**src/rtl/uart_iid_pkg.sv**
```systemverilog
package uart_iid_pkg;

   localparam int NUM_SRC = 4;

   // enable-mask bit index of each source
   localparam int SRC_RX    = 0;
   localparam int SRC_THRE  = 1;
   localparam int SRC_LINE  = 2;
   localparam int SRC_MODEM = 3;

   typedef enum logic [2:0] {
      ID_MODEM  = 3'b000,
      ID_NONE   = 3'b001,
      ID_THRE   = 3'b010,
      ID_RXDATA = 3'b100,
      ID_LINE   = 3'b110
   } iid_code_e;

   // source found at a given precedence rank (0 = most urgent)
   function automatic int prio_src(input int rank);
      case (rank)
         0:       prio_src = SRC_LINE;
         1:       prio_src = SRC_RX;
         2:       prio_src = SRC_THRE;
         default: prio_src = SRC_MODEM;
      endcase
   endfunction

   function automatic logic [2:0] src_code(input int src);
      case (src)
         SRC_LINE:  src_code = ID_LINE;
         SRC_RX:    src_code = ID_RXDATA;
         SRC_THRE:  src_code = ID_THRE;
         default:   src_code = ID_MODEM;
      endcase
   endfunction

endpackage

```
**src/rtl/uart_iid_rx_trigger.sv**
```systemverilog
module uart_iid_rx_trigger #(
   parameter int LVL_W  = 5,
   parameter int TRIG_A = 1,
   parameter int TRIG_B = 4,
   parameter int TRIG_C = 8,
   parameter int TRIG_D = 14
) (
   input  logic             clk,
   input  logic             rst_n,
   input  logic             fifo_en,
   input  logic [1:0]       trig_sel,
   input  logic [LVL_W-1:0] rx_level,
   output logic             rx_hit
);

   localparam int LVL_MAX = (1 << LVL_W) - 1;
   localparam logic [LVL_W-1:0] LVL_ONE = LVL_W'(1);
   localparam logic [LVL_W-1:0] TRIG_TAB [4] = '{
      LVL_W'(TRIG_A), LVL_W'(TRIG_B), LVL_W'(TRIG_C), LVL_W'(TRIG_D)
   };

   generate
      if (TRIG_A < 1 || TRIG_A > TRIG_B || TRIG_B > TRIG_C ||
          TRIG_C > TRIG_D || TRIG_D > LVL_MAX) begin : g_bad_trig
         $error("trigger levels must ascend from 1 and fit LVL_W bits");
      end
   endgenerate

   logic [LVL_W-1:0] thr;

   always_comb begin
      if (fifo_en) thr = TRIG_TAB[trig_sel];
      else         thr = LVL_ONE;
   end

   assign rx_hit = (rx_level >= thr);


   empty_quiet_chk: assert property (@(posedge clk) disable iff (!rst_n)
      (rx_level == '0) |-> !rx_hit);


   nofifo_one_chk: assert property (@(posedge clk) disable iff (!rst_n)
      (!fifo_en && rx_level != '0) |-> rx_hit);

endmodule

```
**src/rtl/uart_iid_cause_hold.sv**
```systemverilog
module uart_iid_cause_hold #(
   parameter int W        = 4,
   parameter bit EDGE_SET = 1'b1
) (
   input  logic         clk,
   input  logic         rst_n,
   input  logic [W-1:0] evt,
   input  logic         clr,
   output logic         pend
);

   generate
      if (W < 1) begin : g_bad_w
         $error("cause width must be at least 1");
      end
   endgenerate

   logic set;

   generate
      if (EDGE_SET) begin : g_edge
         logic [W-1:0] evt_q;
         always_ff @(posedge clk or negedge rst_n) begin
            if (!rst_n) evt_q <= '0;
            else        evt_q <= evt;
         end
         assign set = |(evt & ~evt_q);
      end else begin : g_level
         assign set = |evt;
      end
   endgenerate

   // a new event takes precedence over the acknowledge
   always_ff @(posedge clk or negedge rst_n) begin
      if (!rst_n)   pend <= 1'b0;
      else if (set) pend <= 1'b1;
      else if (clr) pend <= 1'b0;
   end


   set_wins_chk: assert property (@(posedge clk) disable iff (!rst_n)
      set |=> pend);


   ack_clears_chk: assert property (@(posedge clk) disable iff (!rst_n)
      (clr && !set) |=> !pend);

endmodule

```
**src/rtl/uart_iid_prio_enc.sv**
```systemverilog
module uart_iid_prio_enc
   import uart_iid_pkg::*;
(
   input  logic [NUM_SRC-1:0] req,
   output logic [2:0]         code,
   output logic               any
);

   // walk from least to most urgent so the most urgent writes last
   always_comb begin
      code = ID_NONE;
      any  = 1'b0;
      for (int r = NUM_SRC - 1; r >= 0; r--) begin
         if (req[prio_src(r)]) begin
            code = src_code(prio_src(r));
            any  = 1'b1;
         end
      end
   end

endmodule

```
**src/rtl/uart_int_ident.sv**
```systemverilog
module uart_int_ident
   import uart_iid_pkg::*;
#(
   parameter int LVL_W    = 5,
   parameter int TRIG_A   = 1,
   parameter int TRIG_B   = 4,
   parameter int TRIG_C   = 8,
   parameter int TRIG_D   = 14,
   parameter bit ERR_EDGE = 1'b1,
   parameter bit MSR_EDGE = 1'b1
) (
   input  logic             clk,
   input  logic             rst_n,
   input  logic [3:0]       ier,
   input  logic             fifo_en,
   input  logic [1:0]       trig_sel,
   input  logic [LVL_W-1:0] rx_level,
   input  logic [3:0]       line_err,
   input  logic             thr_empty,
   input  logic [3:0]       modem_delta,
   input  logic             iir_rd,
   input  logic             lsr_rd,
   input  logic             msr_rd,
   output logic [2:0]       iir_id,
   output logic             irq
);

   generate
      if (LVL_W < 2) begin : g_bad_lvl
         $error("LVL_W too small for a FIFO count");
      end
   endgenerate

   logic               rx_hit;
   logic               line_pend;
   logic               modem_pend;
   logic               thre_pend;
   logic               thre_ack;
   logic [NUM_SRC-1:0] raw;
   logic [NUM_SRC-1:0] req;
   logic [2:0]         code;
   logic               any;

   uart_iid_rx_trigger #(
      .LVL_W (LVL_W),
      .TRIG_A(TRIG_A),
      .TRIG_B(TRIG_B),
      .TRIG_C(TRIG_C),
      .TRIG_D(TRIG_D)
   ) u_trig (
      .clk     (clk),
      .rst_n   (rst_n),
      .fifo_en (fifo_en),
      .trig_sel(trig_sel),
      .rx_level(rx_level),
      .rx_hit  (rx_hit)
   );

   uart_iid_cause_hold #(.W(4), .EDGE_SET(ERR_EDGE)) u_line (
      .clk  (clk),
      .rst_n(rst_n),
      .evt  (line_err),
      .clr  (lsr_rd),
      .pend (line_pend)
   );

   uart_iid_cause_hold #(.W(4), .EDGE_SET(MSR_EDGE)) u_modem (
      .clk  (clk),
      .rst_n(rst_n),
      .evt  (modem_delta),
      .clr  (msr_rd),
      .pend (modem_pend)
   );

   // acknowledged by reading the code while it names this cause,
   // or withdrawn when the holding register fills again
   assign thre_ack = (iir_rd && code == ID_THRE) || !thr_empty;

   uart_iid_cause_hold #(.W(1), .EDGE_SET(1'b1)) u_thre (
      .clk  (clk),
      .rst_n(rst_n),
      .evt  (thr_empty),
      .clr  (thre_ack),
      .pend (thre_pend)
   );

   always_comb begin
      raw            = '0;
      raw[SRC_RX]    = rx_hit;
      raw[SRC_THRE]  = thre_pend;
      raw[SRC_LINE]  = line_pend;
      raw[SRC_MODEM] = modem_pend;
   end

   assign req = raw & ier;

   uart_iid_prio_enc u_enc (
      .req (req),
      .code(code),
      .any (any)
   );

   assign iir_id = code;
   assign irq    = any;


   irq_matches_id_chk: assert property (@(posedge clk) disable iff (!rst_n)
      irq == !iir_id[0]);


   line_first_chk: assert property (@(posedge clk) disable iff (!rst_n)
      req[SRC_LINE] |-> iir_id == 3'b110);


   modem_last_chk: assert property (@(posedge clk) disable iff (!rst_n)
      (iir_id == 3'b000) |-> (req == 4'b1000));


   masked_quiet_chk: assert property (@(posedge clk) disable iff (!rst_n)
      (ier == 4'b0000) |-> !irq);


   thre_read_chk: assert property (@(posedge clk) disable iff (!rst_n)
      (iir_rd && iir_id == 3'b010) |=> !thre_pend);


   thre_fill_chk: assert property (@(posedge clk) disable iff (!rst_n)
      !thr_empty |=> !thre_pend);

endmodule

```
**config.mk**
```make
export PLATFORM = sky130hd
export DESIGN_NAME = uart_int_ident
export DESIGN_NICKNAME = d
export VERILOG_FILES = /design/src/rtl/uart_iid_pkg.sv /design/src/rtl/uart_iid_rx_trigger.sv /design/src/rtl/uart_iid_cause_hold.sv /design/src/rtl/uart_iid_prio_enc.sv /design/src/rtl/uart_int_ident.sv
export SDC_FILE = /design/constraint.sdc
export NUM_CORES = 1
export LEC_CHECK = 0
export ABC_AREA = 1
export BUFFER_PORTS_ARGS = -buffer_cell sky130_fd_sc_hd__buf_2
export CAP_MARGIN = 20
export CORE_MARGIN = 4
export CORE_UTILIZATION = 48
export DETAILED_ROUTE_END_ITERATION = 7
export GPL_TIMING_DRIVEN = 0
export HOLD_SLACK_MARGIN = 0.05
export PLACE_DENSITY = 0.85
export REMOVE_ABC_BUFFERS = 1
export SETUP_SLACK_MARGIN = 0.4
export SYNTH_ARGS = -nofsm -noshare
export SYNTH_HDL_FRONTEND = slang
export SYNTH_HIERARCHICAL = 1
export SYNTH_SLANG_ARGS = --single-unit
```
**constraint.sdc**
```tcl
create_clock -name clk -period 1.49 [get_ports clk]
set_input_delay 0.0745 -clock clk [delete_from_list [all_inputs] [get_ports clk]]
set_output_delay 0.0745 -clock clk [all_outputs]
set_load 0.005 [all_outputs]
```
==> summary.md <==
| Metric | Value |
|---|---|
| Drt total wl | 1576 um |
| F_max | 0.7594 GHz |
| Final Hold Viols | 0 |
| Drt via density | 4.247 |
| Top-Level Pins | 30 |
| Pwr/cell area | 766.4 nW/um^2 |
| CP max stage cell | ha_4 |
| Pins Over Slew Limit | 0 |
| Status | completed |
| H-tree depth | 1 |
| TritonCTS Buffers | 3 |
| Worst Hold Class | input pin to flip-flop |
| CTS sink cnt | 12 |
| Initial antenna violation count | 0 |
| I/O Buffers | 29 |
| R2R Setup Slk | 0.34 ns |
| Total power | 797.8 uW |
| Slowest stage delay, CP | 0.21 ns |
| First-pass GRT wire length | 2573 um |
| Clock Skew | 0.0002202 ns |
| CP most frequent cell | nand2_1 |
| TritonRoute pass-1 iters | 3 |
| Worst Tran Pin Value | 0.2476 ns |
| Hpwl dp | 994.7 um |
| Critical Path Sink Type | output pin |
| Antenna diode count | 0 |
| Largest cells by area after synthesis | dfrtp_1, inv_1, nand2_1 |
| Die width | 45.10 um |
| Routed vias | 637 |
| Grt total ovfl | 0 |
| CP startpoint kind | input pin |
| Initial Util | 50.77% |
| Slew HR | 83.49% |
| Dpl ws | -0.07591 ns |
| Cell Rows | 13 |
| Worst path arrival time | 1.24 ns |
| Min cycle time layout | 1.317 ns |
| Die area | 2034 um^2 |
| Clock Pin Slew Worst Setup and Hold Paths | 0.07 ns |
| RSZ-0062 raised after global routing | yes |
| Clk_lat worst skew | 0.26 ns |
| Worst path bufs/invs | 4 |
| Clock Tree Root | clkbuf_4 |
| Synth area leader | dfrtp_1 |
| Largest net degree at the start of global routing | 13 |
| Crit path cell chain | buf_6 > nand2_1 > ha_4 > nand2_2 > nor2_1 > nor2_1 > nand2_1 > nand2_1 > inv_2 > inv_2 > nand2_4 > nor2_4 > buf_2 |
| Wire per inst | 10.51 um |
| CTS tree | done |
| Register area share after synthesis | 45.45% |
| R2R Path Start | u_line/pend |
| DP Cell Count | 135 |
| CP startpoint | trig_sel[0] |
| Netlist cell types | 11 |
| Final Cycle Share | 88.38% |
| Area grow syn2layout | 57.58% |
| Static Leak | 0.6259 nW |
| Synth Cell Area | 660.6 um^2 |
| Hold path start | lsr_rd |
| Drc violations | 0 |
| Number of synthesis warnings | 6 |
| Non-Filler Instances | 150 |
| Yosys top cell area share | 45.45% |
| Placer Congestion | 0.6581 |
| Delay-heaviest family, CP | simple AND/OR/NAND/NOR gates |
| WP data required | 1.42 ns |
| Synth Area per Inst | 7.260 um^2 |
| Crit path setup slack, layout | 0.1731 ns |
| Setup violators final | 0 |
| Number of DRC markers in iteration 0 | 5 |
| Antenna Violating Nets Remaining | 0 |
| Flops & latches, synth | 12 |
| Peak VDD IR | 643.1 uV |
| Die height | 45.10 um |
| Post-synthesis cell count | 91 |
| Core area | 1301 um^2 |
| Crit path max fanout | 3 |
| Setup CP Type | input pin to output pin |
| Layout cells sized above 1 | 37.78% |
| Vias in the first global route | 636 |
| Gr usage total | 17.86% |
| Final layout net count | 166 |
| Max Cap Viol | 0 |
| Maximum clock path buffer count | 2 |
-- layout make-up --
class,count,area [um^2]
clock buffers,4,36.28
fillers,97,260.3
inverters,28,105.1
multi-input cells,51,301.5
flip-flops and latches,12,300.3
well taps,15,18.77
repair buffers,40,279.0
-- stage by stage --
step | hold slack [ns] | setup TNS, ns | cell area [um^2] | util [%]
finish | 0.07301 | 0 | 1041 | 80.00
detailed placement | -0.04555 | -0.07591 | 824.5 | 63.37
global placement | -0.04737 | -0.03232 | 824.5 | 63.37
CTS | 0.06563 | 0 | 1006 | 77.31
floorplan | -0.2211 | 0 | 660.6 | -
global route | 0.09675 | -0.007542 | 1041 | 80.00
-- worst reg2reg max path, stage by stage, from the launching register on --
cell,delay (ns)
dfrtp_1,0.38
nand2_1,0.06
inv_1,0.04
inv_2,0.07
nand2_4,0.07
buf_6,0.11
nor2_2,0.06
nand2_1,0.06
nand2_1,0.06
inv_1,0.03
nand2_1,0.05
nand2_1,0.05
-- cells by family (layout without fill, tap and decap cells) --
logic type	Yosys count	after routing	synth area share, %
flip-flops	12	12	45.45
buffers and inverters	28	72	15.91
adder cells (fa/ha/maj)	4	4	7.576
AND/OR/NAND/NOR	43	43	28.03
AO/OA/AOI/OAI	4	4	3.029
-- repair_timing --
| action | 4_1_cts | 5_1_grt |
|---|---|---|
| hold buffers | 10 | 0 |
| setup buffers | 1 | 0 |
| endpoints found under the setup margin | 5 | 5 |
| endpoints found under the hold margin | 22 | 0 |
| gates resized for setup | 9 | 7 |
| pin swaps | 12 | 10 |
-- final timing paths --
kind / end / depth (start not counted)
worst min register to register: u_thre/pend / 2
max in group asynchronous: u_modem/pend / 2
min in group asynchronous: u_modem/g_edge.evt_q[3] / 2
worst max register to register: u_thre/pend / 11
worst min-delay path: u_line/pend / 4
worst max-delay path: iir_id[0] / 13
-- Yosys cell counts, drive strengths merged --
cell	n
dfrtp	12
ha	4
inv	28
nand2	29
nand3	3
nor2	11
o21ai	4
-- cells in the final DEF, fill, tap and decap left out, drive strengths merged --
master | synthesis | layout
nor2 | 11 | 11
dlygate4sd3 | 0 | 10
clkbuf | 0 | 4
buf | 0 | 30
dfrtp | 12 | 12
inv | 28 | 28
nand3 | 3 | 3
nand2 | 29 | 29
ha | 4 | 4
o21ai | 4 | 4
-- layer usage --
layer | share of wire [%] | vias to the layer above | wire length, um | global-route usage (%)
met1 | 35 | 276 | 549 | 18.58
met2 | 59 | 16 | 935 | 34.75
li1 | - | 345 | - | -
met5 | 0 | - | 0 | 0
met4 | 0 | 0 | 0 | 5.263
met3 | 5.8 | 0 | 91 | 3.984
-- report_power, final --
part / switching, mW / total (mW) / internal (mW)
Clock: 0.0995 / 0.248 / 0.148
Combinational: 0.0970 / 0.198 / 0.101
Sequential: 0.00724 / 0.352 / 0.345
-- sequential cells by signal, indices dropped and copies added, names as in the netlist --
signal / count
u_thre/pend: 1
u_line/pend: 1
u_modem/g_edge.evt_q: 4
u_line/g_edge.evt_q: 4
u_thre/g_edge.evt_q: 1
u_modem/pend: 1
No activity file was read; power rests on OpenSTA's default activity.
